File: src/rtl/mlt3_symbol_rx.sv
module mlt3_symbol_rx #(
  parameter int SYM_W = 5
) (
  input  logic             clk,
  input  logic             rst_n,
  input  logic             cmp_pos,
  input  logic             cmp_neg,
  input  logic             lpbk_en,
  input  logic             lpbk_bit,
  input  logic             sd_in,
  output logic [SYM_W-1:0] rx_sym,
  output logic             rx_stb,
  output logic             sd_out
);

  localparam int CW = (SYM_W > 2) ? $clog2(SYM_W) : 1;
  localparam logic [CW-1:0] LAST = CW'(SYM_W - 1);

  logic             nrzi_now, nrzi_prev, nrz;
  logic [SYM_W-2:0] sh;
  logic [SYM_W-1:0] hold;
  logic [CW-1:0]    cnt;
  logic             vld;
  logic             grp_end;
  logic             live;

  assign nrzi_now = lpbk_en ? lpbk_bit : (cmp_pos | cmp_neg);
  assign nrz      = nrzi_now ^ nrzi_prev;
  assign grp_end  = (cnt == LAST);
  assign live     = sd_in | lpbk_en;

  always_ff @(posedge clk or negedge rst_n) begin
    if (!rst_n) begin
      nrzi_prev <= 1'b0;
      sh        <= '0;
      hold      <= '0;
      cnt       <= '0;
      vld       <= 1'b0;
      rx_sym    <= '0;
      rx_stb    <= 1'b0;
      sd_out    <= 1'b0;
    end else begin
      nrzi_prev <= nrzi_now;
      sh        <= {sh[SYM_W-3:0], nrz};
      cnt       <= grp_end ? '0 : cnt + 1'b1;
      sd_out    <= live;
      if (grp_end) begin
        hold <= live ? {sh, nrz} : '0;
        vld  <= 1'b1;
      end
      rx_stb <= vld && (cnt == '0);
      if (vld && (cnt == '0))
        rx_sym <= hold;
    end
  end

  a_r1_idle_level: assert property (@(posedge clk) disable iff (!rst_n)
    (!lpbk_en && !cmp_pos && !cmp_neg) |=> !nrzi_prev);

  a_r4_single_strobe: assert property (@(posedge clk) disable iff (!rst_n)
    rx_stb |=> !rx_stb);

  a_r4_sym_held: assert property (@(posedge clk) disable iff (!rst_n)
    !rx_stb |-> $stable(rx_sym));

  a_r5_count_range: assert property (@(posedge clk) disable iff (!rst_n)
    cnt <= LAST);

  a_r7_sd_forced: assert property (@(posedge clk) disable iff (!rst_n)
    lpbk_en |=> sd_out);

  a_r8_blank_group: assert property (@(posedge clk) disable iff (!rst_n)
    (grp_end && !sd_in && !lpbk_en) |=> (hold == '0));

endmodule

File: config.mk
export PLATFORM = sky130hd
export DESIGN_NAME = mlt3_symbol_rx
export DESIGN_NICKNAME = d
export VERILOG_FILES = /design/src/rtl/mlt3_symbol_rx.sv
export SDC_FILE = /design/constraint.sdc
export NUM_CORES = 1
export LEC_CHECK = 0
export ABC_AREA = 1
export BUFFER_PORTS_ARGS = -buffer_cell sky130_fd_sc_hd__clkbuf_2
export CELL_PAD_IN_SITES_DETAIL_PLACEMENT = 0
export CELL_PAD_IN_SITES_GLOBAL_PLACEMENT = 2
export CORE_MARGIN = 1.5
export CORE_UTILIZATION = 32
export DETAILED_ROUTE_END_ITERATION = 6
export GPL_TIMING_DRIVEN = 0
export PLACE_DENSITY_LB_ADDON = 0.1
export SYNTH_ARGS = -nofsm -noshare
export SYNTH_HDL_FRONTEND = slang
export SYNTH_SLANG_ARGS = --single-unit
File: constraint.sdc
create_clock -name clk -period 1.4 [get_ports clk]
set_input_delay 0.07 -clock clk [delete_from_list [all_inputs] [get_ports clk]]
set_output_delay 0.07 -clock clk [all_outputs]
set_load 0.005 [all_outputs]
Word-level counts from Yosys, hierarchy flattened:

Index checks and enable logic that the tools add are counted.

* equal/unequal tests: 1
* reduce and logical (&&, ||, !) cells: 2
* multiplexer cells: 3
* add/subtract/negate cells: 1
* bitwise gates (word level): 3

Operator list (count)
* 5-bit 2-to-1 mux: 1
* 3-bit by 1-bit adder with 3-bit output (second input constant): 1
* 3-bit equality test (second input constant): 1
* 3-bit zero test: 1
* 3-bit 2-to-1 mux: 1
* 1-bit bitwise OR: 2
* 1-bit logical AND: 1
* 1-bit 2-to-1 mux: 1
* 1-bit XOR: 1

* flip-flop bits (word level): 21
* logic and storage cells: 18
* input bits: 7
* output and inout port bits: 7

Longest topological paths before layout:

* word-level depth: 4
* gate-level depth with buffers: 8

Least setup slack after synthesis:

OpenSTA, ideal clock, no wires.

* path type: reg2reg
* start: reg cnt[0]
* end: reg vld
* path slack: 0.315 ns
* path buffers: 0
* arrival time: 0.961 ns
* cell stages (with the launch flop): 6
* path through: dfrtp_1 -> inv_1 -> ha_1 -> nand2_2 -> inv_1 -> or2_1

* word-level cells in the longest chain between the ends: 1

Ends and longest elaborated chain
* start, declared: RTL line 22 `logic [CW-1:0] cnt;`
* start signal, assigned: RTL line 45 `cnt <= grp_end ? '0 : cnt + 1'b1;`
* 3-bit equality test: RTL line 29 `assign grp_end = (cnt == LAST);`
* end signal, assigned: RTL line 38 `vld <= 1'b0;`
* end signal, assigned: RTL line 49 `vld <= 1'b1;`
* end, declared: RTL line 23 `logic vld;`

No other way between the ends.
A chain may end at the register's enable or synchronous reset.

Worst setup path after layout:

* start: reg cnt[0]
* end: reg rx_sym[2]

* word-level cells in the longest chain between the ends: 2

Ends and longest elaborated chain
* 3-bit zero test: RTL line 52 `if (vld && (cnt == '0))`
* 1-bit logical AND: RTL line 52
* end signal, assigned: RTL line 53 `rx_sym <= hold;`
* end, declared: RTL line 11 `output logic [SYM_W-1:0] rx_sym,`

No other way between the ends.

==> results.json <==
{
  "synth-simple-area-share": 0.168,
  "synth_seq_cells": 21,
  "worstPathMaxFanout": 10,
  "status": "finished, final reports clean",
  "synth_compound_gate_area_share": 0.0729,
  "rsz0062_at_grt": "no",
  "final_util": 0.416,
  "skew_ns": 0.00907,
  "start_util": 0.347,
  "wl_per_cell_um": 9.81,
  "cts_buffers": 3,
  "grt.total_usage": 0.111,
  "pin_count": 14,
  "path_cells": "inv_1 -> ha_1 -> inv_1 -> nor2_2 -> nand2_2 -> nand2_1 -> o21ai_1",
  "synthAdderAreaFrac": 0.0317,
  "drc": 0,
  "hold_buffers": 3,
  "clkLatencyLatePin_ns": 0.30,
  "core_um2": 2280,
  "post_cts_resize_count": 0,
  "hold_path.class": "in -> reg",
  "ys_seq_area_frac": 0.666,
  "cpPeakStageDelay_ns": 0.42,
  "crit_top_cell": "inv_1",
  "die_w_um": 52.7,
  "syn_area_per_cell_um2": 10.4,
  "setup_violations": 0,
  "dieHeight_um": 52.7,
  "nets": 106,
  "crit_buf_inv": 2,
  "ff_latch_area_um2": 526,
  "cts_num_sinks": 21,
  "ys_warn_count": 0,
  "synthCells": 76,
  "totalWireLength_um": 1220,
  "synth-xor-area-share": 0,
  "htreeDepth": 1,
  "ir_drop_uv": 366,
  "via_count": 527,
  "cts-root-buf": "clkbuf_4",
  "syn_nets": 85,
  "power_density_nw_per_um2": 1130,
  "grt_pass1_vias": 501,
  "drt_iter0_drc": 4,
  "post_cts_buffers": 0,
  "slew_violations": 0,
  "fin_tns_setup_ns": 0,
  "n_antenna_cell": 0,
  "grt_max_degree": 22,
  "grt_antenna_before_repair": 0,
  "startpoint_type": "flip-flop",
  "ant_nets": 0,
  "cts_buffer_depth": 2,
  "finalHoldViolCount": 0,
  "portBuffers": 13,
  "synthMuxAreaShare": 0,
  "dp_hpwl_um": 858,
  "nFillCells": 235,
  "cpMaxStageDelayCell": "dfrtp_1",
  "path_delay_family": "flip-flops",
  "grt_pass1_wl_um": 2150,
  "tightest_slew_ns": 0.513,
  "layout-drive-gt1-share": 0.229,
  "cap_violations": 0,
  "hold_ws_ns": 0.0204,
  "syn_to_final_growth_pct": 20.0,
  "power.leakage_nw": 0.505,
  "synthesis.area_um2": 790,
  "rows": 17,
  "cp-end-kind": "flip-flop",
  "cts_tree": "built",
  "die_area_um2": 2770,
  "fmax_ghz": 0.822,
  "routabilityCongestion": 0.638,
  "critPathArrivalTime_ns": 1.41,
  "path_clk_slew_ns": 0.12,
  "cp.required_ns": 1.59,
  "vias_per_cell": 4.25,
  "min_period_over_period": 0.869,
  "dr.pass1.iters": 3,
  "crit_type": "reg -> reg",
  "synth_cell_types": 16,
  "grt.overflow.total": 0,
  "finalCriticalPeriod_ns": 1.22,
  "relSlewSlack": 0.658,
  "multiInputGateArea_um2": 215,
  "synth_top_family_by_area": "simple AND/OR/NAND/NOR gates"
}
-- sequential cells by signal, indices dropped and copies added, names as in the netlist --
name / cells
nrzi_prev: 1
rx_stb: 1
sd_out: 1
sh: 4
cnt: 3
rx_sym: 5
hold: 5
vld: 1
-- stage by stage --
step / area, µm² / setup WS [ns] / total power [mW] / instances
6_report: 947 / 0.183 / 1.07 / 124
5_1_grt: 947 / 0.0354 / 1.13 / 124
4_1_cts: 947 / 0.170 / 1.09 / 124
2_1_floorplan: 790 / 0.315 / 0.736 / 76
3_5_place_dp: 890 / 0.193 / 0.788 / 117
3_3_place_gp: 890 / 0.200 / 0.785 / 117
-- worst reg2reg max path: stages, from the launching register on --
cell and delay [ns]:
dfrtp_1 0.42, inv_1 0.07, ha_1 0.18, inv_1 0.07, nor2_2 0.09, nand2_2 0.14
nand2_1 0.09, o21ai_1 0.06
-- logic make-up after synthesis --
| group | after synthesis |
|---|---|
| compound gates | 11 |
| fa+ha+maj | 2 |
| buf+inv | 13 |
| flops | 21 |
| simple gates | 29 |
-- where the power goes --
group / switching (mW) / internal [mW] / leakage (nW)
Combinational: 0.0548 / 0.0468 / 0.237
Sequential: 0.0204 / 0.657 / 0.251
Clock: 0.181 / 0.106 / 0.0177
Total: 0.257 / 0.810 / 0.505
-- path summary, 6_finish.rpt --
| check | depth (start not counted) | slack, ns | end | start |
|---|---|---|---|---|
| max reg2reg | 7 | 0.18 | rx_sym[2] | cnt[0] |
| max in group asynchronous | 2 | 0.78 | rx_sym[2] | rst_n |
| max | 7 | 0.18 | rx_sym[2] | cnt[0] |
| min reg2reg | 0 | 0.39 | sh[2] | sh[1] |
| min in group asynchronous | 2 | 0.26 | rx_sym[3] | rst_n |
| min | 3 | 0.02 | nrzi_prev | cmp_pos |
-- synth_stat cells --
cell / number / area share
a21oi_1: 2 / 0.013
and2_1: 1 / 0.0079
dfrtp_1: 21 / 0.67
ha_1: 2 / 0.032
inv_1: 12 / 0.057
inv_2: 1 / 0.0047
nand2_1: 17 / 0.081
nand2_2: 2 / 0.016
nand3_1: 3 / 0.019
nor2_1: 3 / 0.014
nor2_2: 1 / 0.0079
nor2_4: 1 / 0.014
o21ai_0: 4 / 0.025
o21ai_1: 4 / 0.025
o21bai_1: 1 / 0.0095
or2_1: 1 / 0.0079
-- final cells by class --
class / instances / area share
Inverter: 13 / 0.0515
Multi-Input combinational cell: 42 / 0.227
Timing Repair Buffer: 16 / 0.100
Clock inverter: 1 / 0.00528
Clock buffer: 3 / 0.0238
Sequential cell: 21 / 0.555
Tap cell: 28 / 0.0370
-- layer usage --
layer  GRT usage  up-vias  wire, µm
li1            -      278         -
met1       0.134      235       631
met2       0.173       12       520
met3      0.0257        2        50
met4      0.0769        0        14
met5           0        -         0
-- cell usage in the layout, fill, tap and decap left out --
master,instances
a21oi_1,2
and2_1,1
clkbuf_2,13
clkbuf_4,3
clkinv_2,1
dfrtp_1,21
dlygate4sd3_1,3
ha_1,2
inv_1,12
inv_2,1
nand2_1,17
nand2_2,2
nand3_1,3
nor2_1,3
nor2_2,1
nor2_4,1
o21ai_0,4
o21ai_1,4
o21bai_1,1
or2_1,1
(Power assumes the default switching activity.)
